[config.mk]
export PLATFORM = sky130hd
export DESIGN_NAME = pinmux_bank
export DESIGN_NICKNAME = d
export VERILOG_FILES = /design/src/rtl/pinmux_pkg.sv /design/src/rtl/pinmux_regs.sv /design/src/rtl/pinmux_route.sv /design/src/rtl/pinmux_bank.sv
export SDC_FILE = /design/constraint.sdc
export NUM_CORES = 1
export LEC_CHECK = 0
export BUFFER_PORTS_ARGS = -buffer_cell sky130_fd_sc_hd__buf_2
export CAP_MARGIN = 20
export CORE_AREA = 2 2 212 214
export DETAILED_ROUTE_END_ITERATION = 7
export DIE_AREA = 0 0 214 216
export GPL_TIMING_DRIVEN = 0
export PLACE_DENSITY = 0.64
export SYNTH_ARGS = -nofsm -noshare
export SYNTH_HDL_FRONTEND = slang
export SYNTH_SLANG_ARGS = --single-unit
export TNS_END_PERCENT = 5
[constraint.sdc]
create_clock -name clk -period 2.8 [get_ports clk]
set_input_delay 0.56 -clock clk [delete_from_list [all_inputs] [get_ports clk]]
set_output_delay 0.56 -clock clk [all_outputs]
set_load 0.01 [all_outputs]
[src/rtl/pinmux_pkg.sv]
package pinmux_pkg;
  localparam int ADDR_W = 5;

  localparam logic [ADDR_W-1:0] A_GPIO_TAKE = 5'd0;
  localparam logic [ADDR_W-1:0] A_GPIO_GIVE = 5'd1;
  localparam logic [ADDR_W-1:0] A_OWN_STAT  = 5'd2;
  localparam logic [ADDR_W-1:0] A_OE_SET    = 5'd3;
  localparam logic [ADDR_W-1:0] A_OE_CLR    = 5'd4;
  localparam logic [ADDR_W-1:0] A_OE_STAT   = 5'd5;
  localparam logic [ADDR_W-1:0] A_DO_SET    = 5'd6;
  localparam logic [ADDR_W-1:0] A_DO_CLR    = 5'd7;
  localparam logic [ADDR_W-1:0] A_DO_STAT   = 5'd8;
  localparam logic [ADDR_W-1:0] A_PIN_LEVEL = 5'd9;
  localparam logic [ADDR_W-1:0] A_PU_SET    = 5'd10;
  localparam logic [ADDR_W-1:0] A_PU_CLR    = 5'd11;
  localparam logic [ADDR_W-1:0] A_PU_STAT   = 5'd12;
  localparam logic [ADDR_W-1:0] A_PD_SET    = 5'd13;
  localparam logic [ADDR_W-1:0] A_PD_CLR    = 5'd14;
  localparam logic [ADDR_W-1:0] A_PD_STAT   = 5'd15;
  localparam logic [ADDR_W-1:0] A_MD_SET    = 5'd16;
  localparam logic [ADDR_W-1:0] A_MD_CLR    = 5'd17;
  localparam logic [ADDR_W-1:0] A_MD_STAT   = 5'd18;
  localparam logic [ADDR_W-1:0] A_SEL_LO    = 5'd19;
  localparam logic [ADDR_W-1:0] A_SEL_HI    = 5'd20;
  localparam logic [ADDR_W-1:0] A_ST_OFF    = 5'd21;
  localparam logic [ADDR_W-1:0] A_IRQ_ON    = 5'd22;
  localparam logic [ADDR_W-1:0] A_IRQ_OFF   = 5'd23;
  localparam logic [ADDR_W-1:0] A_IRQ_STAT  = 5'd24;

  typedef enum logic [1:0] {
    FN_A = 2'b00,
    FN_B = 2'b01,
    FN_C = 2'b10,
    FN_D = 2'b11
  } fn_sel_e;
endpackage

[src/rtl/pinmux_regs.sv]
module pinmux_regs
  import pinmux_pkg::*;
#(
  parameter int NPINS = 32
) (
  input  logic                  clk,
  input  logic                  rst_n,
  input  logic                  we,
  input  logic [ADDR_W-1:0]     addr,
  input  logic [NPINS-1:0]      wdata,
  input  logic [NPINS-1:0]      pad_in,
  output logic [NPINS-1:0]      rdata,
  output logic [NPINS-1:0]      own_q,
  output logic [NPINS-1:0]      oe_q,
  output logic [NPINS-1:0]      dout_q,
  output logic [NPINS-1:0]      pu_q,
  output logic [NPINS-1:0]      pd_q,
  output logic [NPINS-1:0]      md_q,
  output logic [NPINS-1:0]      sel_lo_q,
  output logic [NPINS-1:0]      sel_hi_q,
  output logic [NPINS-1:0]      st_off_q,
  output logic [NPINS-1:0]      irq_q
);
  localparam logic [NPINS-1:0] ALL_ONES = {NPINS{1'b1}};
  localparam logic [NPINS-1:0] ALL_ZERO = {NPINS{1'b0}};

  logic [NPINS-1:0] own_d, oe_d, dout_d, pu_d, pd_d, md_d;
  logic [NPINS-1:0] sel_lo_d, sel_hi_d, st_off_d, irq_d;

  // next-state: set/clear pairs touch only the written 1 bits
  always_comb begin
    own_d    = own_q;
    oe_d     = oe_q;
    dout_d   = dout_q;
    pu_d     = pu_q;
    pd_d     = pd_q;
    md_d     = md_q;
    sel_lo_d = sel_lo_q;
    sel_hi_d = sel_hi_q;
    st_off_d = st_off_q;
    irq_d    = irq_q;
    case (addr)
      A_GPIO_TAKE: own_d    = own_q | wdata;
      A_GPIO_GIVE: own_d    = own_q & ~wdata;
      A_OE_SET:    oe_d     = oe_q | wdata;
      A_OE_CLR:    oe_d     = oe_q & ~wdata;
      A_DO_SET:    dout_d   = dout_q | wdata;
      A_DO_CLR:    dout_d   = dout_q & ~wdata;
      A_PU_SET:    pu_d     = pu_q | (wdata & ~pd_q);
      A_PU_CLR:    pu_d     = pu_q & ~wdata;
      A_PD_SET:    pd_d     = pd_q | (wdata & ~pu_q);
      A_PD_CLR:    pd_d     = pd_q & ~wdata;
      A_MD_SET:    md_d     = md_q | wdata;
      A_MD_CLR:    md_d     = md_q & ~wdata;
      A_SEL_LO:    sel_lo_d = wdata;
      A_SEL_HI:    sel_hi_d = wdata;
      A_ST_OFF:    st_off_d = wdata;
      A_IRQ_ON:    irq_d    = irq_q | wdata;
      A_IRQ_OFF:   irq_d    = irq_q & ~wdata;
      default:     ;
    endcase
  end

  always_ff @(posedge clk or negedge rst_n) begin
    if (!rst_n) begin
      own_q    <= ALL_ONES;
      oe_q     <= ALL_ZERO;
      dout_q   <= ALL_ZERO;
      pu_q     <= ALL_ONES;
      pd_q     <= ALL_ZERO;
      md_q     <= ALL_ZERO;
      sel_lo_q <= ALL_ZERO;
      sel_hi_q <= ALL_ZERO;
      st_off_q <= ALL_ZERO;
      irq_q    <= ALL_ZERO;
    end else if (we) begin
      own_q    <= own_d;
      oe_q     <= oe_d;
      dout_q   <= dout_d;
      pu_q     <= pu_d;
      pd_q     <= pd_d;
      md_q     <= md_d;
      sel_lo_q <= sel_lo_d;
      sel_hi_q <= sel_hi_d;
      st_off_q <= st_off_d;
      irq_q    <= irq_d;
    end
  end

  // read mux: write-only and unmapped words return zero
  always_comb begin
    case (addr)
      A_OWN_STAT:  rdata = own_q;
      A_OE_STAT:   rdata = oe_q;
      A_DO_STAT:   rdata = dout_q;
      A_PIN_LEVEL: rdata = pad_in;
      A_PU_STAT:   rdata = pu_q;
      A_PD_STAT:   rdata = pd_q;
      A_MD_STAT:   rdata = md_q;
      A_SEL_LO:    rdata = sel_lo_q;
      A_SEL_HI:    rdata = sel_hi_q;
      A_ST_OFF:    rdata = st_off_q;
      A_IRQ_STAT:  rdata = irq_q;
      default:     rdata = ALL_ZERO;
    endcase
  end

  p_pull_excl_r8: assert property (@(posedge clk) disable iff (!rst_n)
    (pu_q & pd_q) == ALL_ZERO);

  p_pd_reject_r8: assert property (@(posedge clk) disable iff (!rst_n)
    (we && addr == A_PD_SET) |=> ((pd_q & $past(pu_q)) == ($past(pd_q) & $past(pu_q))));

  p_take_r2: assert property (@(posedge clk) disable iff (!rst_n)
    (we && addr == A_GPIO_TAKE) |=> (own_q == ($past(own_q) | $past(wdata))));

  p_oe_clr_r3: assert property (@(posedge clk) disable iff (!rst_n)
    (we && addr == A_OE_CLR) |=> ((oe_q & $past(wdata)) == ALL_ZERO));

  p_sel_hold_r5: assert property (@(posedge clk) disable iff (!rst_n)
    !we |=> ($stable(sel_lo_q) && $stable(sel_hi_q)));

  p_status_write_r10: assert property (@(posedge clk) disable iff (!rst_n)
    (we && addr == A_OE_STAT) |=> $stable(oe_q));
endmodule

[src/rtl/pinmux_route.sv]
module pinmux_route
  import pinmux_pkg::*;
#(
  parameter int NPINS = 32,
  parameter int NFN   = 4
) (
  input  logic [NPINS-1:0]          own,
  input  logic [NPINS-1:0]          oe,
  input  logic [NPINS-1:0]          dout,
  input  logic [NPINS-1:0]          md,
  input  logic [NPINS-1:0]          sel_lo,
  input  logic [NPINS-1:0]          sel_hi,
  input  logic [NFN-1:0][NPINS-1:0] fn_out,
  input  logic [NFN-1:0][NPINS-1:0] fn_oe,
  output logic [NPINS-1:0]          pad_out,
  output logic [NPINS-1:0]          pad_oe
);
  for (genvar i = 0; i < NPINS; i++) begin : g_pin
    fn_sel_e fsel;
    logic    gp_out, gp_oe, pf_out, pf_oe;

    assign fsel = fn_sel_e'({sel_hi[i], sel_lo[i]});

    // open-drain: a 1 releases the pad, a 0 pulls low
    assign gp_out = dout[i] & ~md[i];
    assign gp_oe  = oe[i] & ~(md[i] & dout[i]);

    always_comb begin
      case (fsel)
        FN_A:    begin pf_out = fn_out[0][i]; pf_oe = fn_oe[0][i]; end
        FN_B:    begin pf_out = fn_out[1][i]; pf_oe = fn_oe[1][i]; end
        FN_C:    begin pf_out = fn_out[2][i]; pf_oe = fn_oe[2][i]; end
        default: begin pf_out = fn_out[3][i]; pf_oe = fn_oe[3][i]; end
      endcase
    end

    assign pad_out[i] = own[i] ? gp_out : pf_out;
    assign pad_oe[i]  = own[i] ? gp_oe  : pf_oe;
  end
endmodule

[src/rtl/pinmux_bank.sv]
module pinmux_bank
  import pinmux_pkg::*;
#(
  parameter int NPINS = 32
) (
  input  logic              clk,
  input  logic              rst_n,
  input  logic              reg_we,
  input  logic [ADDR_W-1:0] reg_addr,
  input  logic [NPINS-1:0]  reg_wdata,
  output logic [NPINS-1:0]  reg_rdata,
  input  logic [NPINS-1:0]  pad_in,
  output logic [NPINS-1:0]  pad_out,
  output logic [NPINS-1:0]  pad_oe,
  output logic [NPINS-1:0]  pad_pu,
  output logic [NPINS-1:0]  pad_pd,
  output logic [NPINS-1:0]  pad_st_off,
  output logic [NPINS-1:0]  irq_en,
  input  logic [NPINS-1:0]  periph_a_out,
  input  logic [NPINS-1:0]  periph_a_oe,
  input  logic [NPINS-1:0]  periph_b_out,
  input  logic [NPINS-1:0]  periph_b_oe,
  input  logic [NPINS-1:0]  periph_c_out,
  input  logic [NPINS-1:0]  periph_c_oe,
  input  logic [NPINS-1:0]  periph_d_out,
  input  logic [NPINS-1:0]  periph_d_oe
);
  localparam int NFN = 4;

  logic [NPINS-1:0] own, oe, dout, md, sel_lo, sel_hi;
  logic [NFN-1:0][NPINS-1:0] fn_out, fn_oe;

  assign fn_out = {periph_d_out, periph_c_out, periph_b_out, periph_a_out};
  assign fn_oe  = {periph_d_oe,  periph_c_oe,  periph_b_oe,  periph_a_oe};

  pinmux_regs #(.NPINS(NPINS)) u_regs (
    .clk      (clk),
    .rst_n    (rst_n),
    .we       (reg_we),
    .addr     (reg_addr),
    .wdata    (reg_wdata),
    .pad_in   (pad_in),
    .rdata    (reg_rdata),
    .own_q    (own),
    .oe_q     (oe),
    .dout_q   (dout),
    .pu_q     (pad_pu),
    .pd_q     (pad_pd),
    .md_q     (md),
    .sel_lo_q (sel_lo),
    .sel_hi_q (sel_hi),
    .st_off_q (pad_st_off),
    .irq_q    (irq_en)
  );

  pinmux_route #(.NPINS(NPINS), .NFN(NFN)) u_route (
    .own     (own),
    .oe      (oe),
    .dout    (dout),
    .md      (md),
    .sel_lo  (sel_lo),
    .sel_hi  (sel_hi),
    .fn_out  (fn_out),
    .fn_oe   (fn_oe),
    .pad_out (pad_out),
    .pad_oe  (pad_oe)
  );

  p_gpio_idle_r6: assert property (@(posedge clk) disable iff (!rst_n)
    (own & ~oe & pad_oe) == '0);

  p_md_release_r7: assert property (@(posedge clk) disable iff (!rst_n)
    (own & md & pad_out) == '0 && (own & md & dout & pad_oe) == '0);
endmodule

==> results of run 1 <==
[final cells by class]
class                           instances  area (um^2)
Antenna cell                            4         10.0
Buffer                                180         1170
Clock buffer                           62         1190
Clock inverter                          8         43.8
Fill cell                            4030        20400
Inverter                              131          492
Multi-Input combinational cell       1112         8770
Sequential cell                       320         8090
Tap cell                              592          741
Timing Repair Buffer                  537         2880
[kinds of logic after synthesis]
kind of cell | count (synthesis) | share of synthesized area, %
flip-flops | 320 | 45.1
multiplexers | 210 | 17.0
buffers and inverters | 313 | 7.50
AO/OA/AOI/OAI | 655 | 22.5
AND/OR/NAND/NOR | 247 | 7.91
[critical path, stage by stage]
cell	delay, ns
buf_2	0.16
and3b_1	0.21
clkbuf_8	0.19
clkbuf_16	0.20
and3_1	0.20
a2111oi_2	0.34
nand3_2	0.20
buf_2	0.19
[how the worst max path moves through the flow]
| stage | startpoint | to | slack (ns) | cells past startpoint |
|---|---|---|---|---|
| floorplan | reg_addr[4] | reg_rdata[0] | 0.09 | 7 |
| global placement | rst_n | u_regs.pd_q[13] | -4.95 | 1 |
| detailed placement | reg_addr[3] | reg_rdata[11] | -1.08 | 9 |
| CTS | reg_addr[4] | reg_rdata[18] | -0.08 | 9 |
| global route | reg_addr[4] | reg_rdata[31] | -0.05 | 8 |
| finish | reg_addr[2] | reg_rdata[1] | -0.01 | 8 |
[Yosys cell counts, types with 3 or more instances]
cell	n	area share [%]
a22oi_1	44	1.8
mux2i_1	29	1.6
a22o_1	23	1.1
nand2b_1	6	0.21
and3_1	37	1.3
inv_1	131	2.7
nand3_1	62	1.7
a31oi_1	226	7.9
mux2_1	3	0.19
o22ai_1	9	0.31
nand2_1	39	0.82
mux2_2	114	7.2
buf_4	26	1.1
nor2b_1	4	0.14
a32o_1	9	0.50
nand3b_1	35	1.5
clkbuf_1	97	2.0
nor3_1	20	0.56
nor2_1	22	0.46
a21oi_1	232	6.5
buf_1	6	0.13
buf_2	52	1.5
mux4_2	64	8.0
o21ai_0	64	1.8
dfrtp_1	256	36
a2111oi_0	21	1.0
a222oi_1	12	0.67
dfstp_2	64	9.4
a221oi_1	10	0.49
[per-layer routing]
layer / vias up / GRT usage [%]
met1: 9267 / 45.3
met4: 8 / 18.0
met5: - / 0
li1: 7820 / -
met2: 1420 / 57.5
met3: 283 / 10.9
[what timing repair did]
item,4_1_cts,5_1_grt
setup endpoints to repair,32,32
endpoints found under the hold margin,0,0
hold buffers,0,0
setup buffers,0,7
cloned,1,2
pin swaps,3,7
resized for setup,148,57
[through the flow]
stage	utilization (%)	instance area [um^2]	worst slack [ns]	instances	total power, W
2_1_floorplan	-	17900	0.0887	1745	0.00961
3_3_place_gp	48.5	21300	-4.95	2855	0.0117
3_5_place_dp	48.9	21400	-1.08	2864	0.0119
4_1_cts	52.7	23100	-0.0846	2933	0.0169
5_1_grt	53.3	23400	-0.0461	2943	0.0178
6_report	53.4	23400	-0.0137	2946	0.0170
[power breakdown]
part / total, W / switching [W] / leakage [nW] / internal, W
combinational: 0.00479 / 0.00251 / 6.51 / 0.00228
sequential: 0.00727 / 0.00138 / 3.77 / 0.00589
clock: 0.00498 / 0.00206 / 0.616 / 0.00292
total: 0.0170 / 0.00595 / 10.9 / 0.0111
==> flow_summary.ini, run 1 <==
[run_status]
outcome = finished with violations
violations = setup timing

[clock_tree]
clock_latency_ns = 0.54
max-clock-path-buffers = 3
clock_sinks = 320
cts-htree-levels = 2
num_cts_buffers = 38
clk_slew_on_worst_s_h_paths_ns = 0.06
tritoncts = yes
cts.root.buffer_cell = clkbuf_16

[logic_synthesis]
synth_async_sr_flop_share_pct = 100
sequential_fraction_of_the_synthesis_area_pct = 45.1
synth_ff_type = dfrtp_1
synth.net_count = 2073
edff_count_synth = 0
synth_area_per_cell_um2 = 10.3
ys.warnings.count = 0
synth.ff_latch_count = 320
synth_area_um2 = 17900
synth.distinct_cells = 48
mapped_cells = 1745

[worst_hold_path]
min-delay-path-class = in -> async

[timing]
setup-violations-final = 4
setup-tns-final_ns = -0.0410
drv_slew = 0
max_clock_freq_mhz = 355
period_minus_slack_ns = 2.81
unrepaired_setup_endpoints_after_global_routing = yes
clock_skew_ns = 0.0121
final_hold_viol_count = 0
worstMarginPinSlew_ns = 1.06
hold_ws_ns = 0.0163
slew_headroom_pct = 28.8
final_min_period_over_clock_period_pct = 100
postLayoutSetupSlackWorst_ns = -0.0137

[power]
p_leak_nw = 10.9
peakVddDrop_uv = 369
pwr_density_cell_nw_per_um2 = 728

[routing]
number_of_drc_violations_after_detailed_routing = 0
dr_total_vias = 18798
wl_per_cell_um = 29.5
dr_wl_met2_mm = 39.8
highest-signal-layer = met5
dr.first_iter.drc_count = 2070
detailedRoute.firstPassIterationCount = 6
finalWirelength_mm = 86.9
routed_via_density = 6.38
route.layer.met1.wl_mm = 31.8
detailroute.wirelength.met3_mm = 10.8
postRouteAntennaNets = 0

[job]
cap_violations = 0

[floorplanning]
row_count = 77
initial_utilization_pct = 40.9
core_region_area_um2 = 43800
die_area_um2 = 46200
die_outline_width_um = 214
design.portCount = 552
die_height_um = 216

[cells_and_area]
post_route_cells_drive_above_1_share_pct = 42.4
synthToLayoutAreaGrowth_pct = 30.5
final_common_cell = buf_2
nets_final = 2648
mostFrequentLayoutCells = 558 x buf_2, 256 x dfrtp_1, 231 x a21oi_1

[setup_path]
crit_required_ns = 2.24
rr_endpoint = u_regs.pd_q[10]
ff2ff_setup_slack_ns = 1.82
cp-start-kind = primary input
register_to_register_path_depth = 3
crit_arrival_ns = 2.25
path_class = in -> out
worstPathMaxFanout = 10
worstReg2RegStart = u_regs.pu_q[10]
critical_path.endpoint_type = output pin

[grt]
number_of_global_route_vias_before_repair = 18267
first_pass_grt_wire_length_mm = 123
track_usage_pct = 36.3
antenna_found_initial = 8
maximum_number_of_pins_on_one_net_before_global_route_repair = 123
globalRouteOverflowTotal = 0

[placement]
hpwlAfterDp_mm = 61.5
place_congestion = 0.970
port_buffers = 518
Power figures use the tool's default switching activity.
==> inputs of run 2 (changes only) <==
- CELL_PAD_IN_SITES_DETAIL_PLACEMENT: default -> 1
- CELL_PAD_IN_SITES_GLOBAL_PLACEMENT: default -> 2
- CORE_AREA: 2 2 212 214 -> default
- CORE_ASPECT_RATIO: default -> 0.6
- CORE_MARGIN: default -> 2
- CORE_UTILIZATION: default -> 32
- DIE_AREA: 0 0 214 216 -> default
- PLACE_DENSITY: 0.64 -> 0.8
==> run 2 against run 1 <==
Compared with the run above: non-clock buffer count grew 14; the run now ends clean; die area grew 25%; maximum frequency grew 0.53%; via count grew 0.89%.
==> flow_summary.ini, run 2 (synthesis gave the netlist of run 1 again) <==
[grt]
first_pass_grt_wire_length_mm = 140
antenna_found_initial = 11
globalRouteOverflowTotal = 0
track_usage_pct = 33.3
number_of_global_route_vias_before_repair = 19549
maximum_number_of_pins_on_one_net_before_global_route_repair = 118

[floorplanning]
core_region_area_um2 = 55600
initial_utilization_pct = 32.2
row_count = 67
design.portCount = 552
die_area_um2 = 58000
die_height_um = 187
die_outline_width_um = 310

[run_status]
outcome = completed

[power]
share_of_total_power_consumed_by_net_switching_pct = 35.6
design_power_total_w = 0.0173
power_frac_comb_pct = 28.5
p_leak_nw = 11.0
share_seq_of_total_power_pct = 42.4
total_switching_power_w = 0.00617
pwr_density_cell_nw_per_um2 = 725
intPower_w = 0.0111
peakVddDrop_uv = 392
clock_power_share_pct = 29.0

[timing]
drv_slew = 0
setup-violations-final = 0
hold_ws_ns = 0.120
max_clock_freq_mhz = 357
postLayoutSetupSlackWorst_ns = 0.00125
final_min_period_over_clock_period_pct = 100
worstMarginPinSlew_ns = 1.03
slew_headroom_pct = 30.9
final_hold_viol_count = 0
clock_skew_ns = 0.0109
period_minus_slack_ns = 2.80
unrepaired_setup_endpoints_after_global_routing = yes

[routing]
dr.first_iter.drc_count = 2060
wl_per_cell_um = 31.8
number_of_drc_violations_after_detailed_routing = 0
detailedRoute.firstPassIterationCount = 7
finalWirelength_mm = 99.2
routed_via_density = 6.07
postRouteAntennaNets = 0
dr_total_vias = 18965

[setup_path]
crit_arrival_ns = 2.24
crit_required_ns = 2.24
path_class = in -> out
critical_path.endpoint_type = output pin
worstPathMaxFanout = 12
cp-start-kind = primary input

[cells_and_area]
final_common_cell = buf_2
mostFrequentLayoutCells = 555 x buf_2, 256 x dfrtp_1, 231 x a21oi_1
final_standard_cell_area_without_fillers_um2 = 23900
synthToLayoutAreaGrowth_pct = 33.3
post_route_cells_drive_above_1_share_pct = 42.9
filler_cell_count = 6379
nets_final = 2660

[placement]
postPlaceCellArea_um2 = 21700
place_congestion = 0.928
dp_slack_ns = -1.03
port_buffers = 518
hpwlAfterDp_mm = 71.7

[clock_tree]
cts.root.buffer_cell = clkbuf_16
tritoncts = yes
clk_slew_on_worst_s_h_paths_ns = 0.06
max-clock-path-buffers = 3
clock_sinks = 320
clock_latency_ns = 0.53
num_cts_buffers = 36
cts-htree-levels = 2

[worst_hold_path]
min-delay-path-class = in -> async

[job]
cap_violations = 0
[run 2: layout make-up]
cell class / count / area [um^2] / area share (%)
Tap cell: 759 / 950 / 3.97
Inverter: 131 / 492 / 2.06
Timing Repair Buffer: 551 / 3060 / 12.8
Clock buffer: 56 / 1050 / 4.38
Multi-Input combinational cell: 1112 / 8860 / 37.1
Antenna cell: 7 / 17.5 / 0.0733
Sequential cell: 320 / 8090 / 33.8
Buffer: 180 / 1240 / 5.21
Clock inverter: 7 / 144 / 0.602
[run 2: power by group through the flow]
| stage | Combinational [W] | Clock (W) | Sequential (W) |
|---|---|---|---|
| 6_report | 0.00494 | 0.00503 | 0.00735 |
| 5_1_grt | 0.00537 | 0.00526 | 0.00749 |
| 4_1_cts | 0.00488 | 0.00508 | 0.00728 |
| 3_5_place_dp | 0.00479 | 0 | 0.00733 |
| 3_3_place_gp | 0.00461 | 0 | 0.00724 |
| 2_1_floorplan | 0.00256 | 0 | 0.00704 |
[run 2: worst max-delay path, stage by stage]
cell       delay [ns]
clkbuf_4         0.16
and3b_1          0.21
clkbuf_8         0.22
buf_8            0.19
and3_1           0.23
a2111oi_4        0.31
nand3_1          0.16
buf_2            0.18
[run 2: stage by stage]
stage	setup TNS [ns]	util, %	std cells
2_1_floorplan	0	-	1745
6_report	0	43.0	3123
4_1_cts	-0.0597	42.3	3107
3_3_place_gp	-1575.67	38.6	3022
5_1_grt	-0.130	43.0	3116
3_5_place_dp	-53.95	39.1	3038
[run 2: timing repair]
item,in CTS,in global routing
hold endpoints to repair,0,0
hold buffers,0,0
setup buffers,6,7
resized for setup,162,68
setup endpoints to repair,32,32
cloned,2,1
pin swaps,3,12
[run 2: worst paths after layout]
check | startpoint | to | slack (ns) | depth (start not counted)
worst min register to register | u_regs.st_off_q[15] | u_regs.st_off_q[15] | 0.53 | 1
min in group clk | reg_wdata[7] | u_regs.sel_hi_q[7] | 0.32 | 2
worst min-delay path | rst_n | u_regs.sel_hi_q[19] | 0.12 | 1
worst max register to register | u_regs.pu_q[31] | u_regs.pd_q[31] | 1.79 | 3
worst max-delay path | reg_addr[2] | reg_rdata[21] | 0.001 | 8
max in group asynchronous | rst_n | u_regs.st_off_q[25] | 1.52 | 2
[run 2: metal layers]
metal	share of wire, %	global-route usage (%)	up-vias	wire length, um
met2	45	51.9	1066	44500
met5	0.097	0	-	96
met1	41	44.0	9877	40300
li1	-	-	7821	-
met4	3.1	10.3	14	3120
met3	11	10.7	187	11200
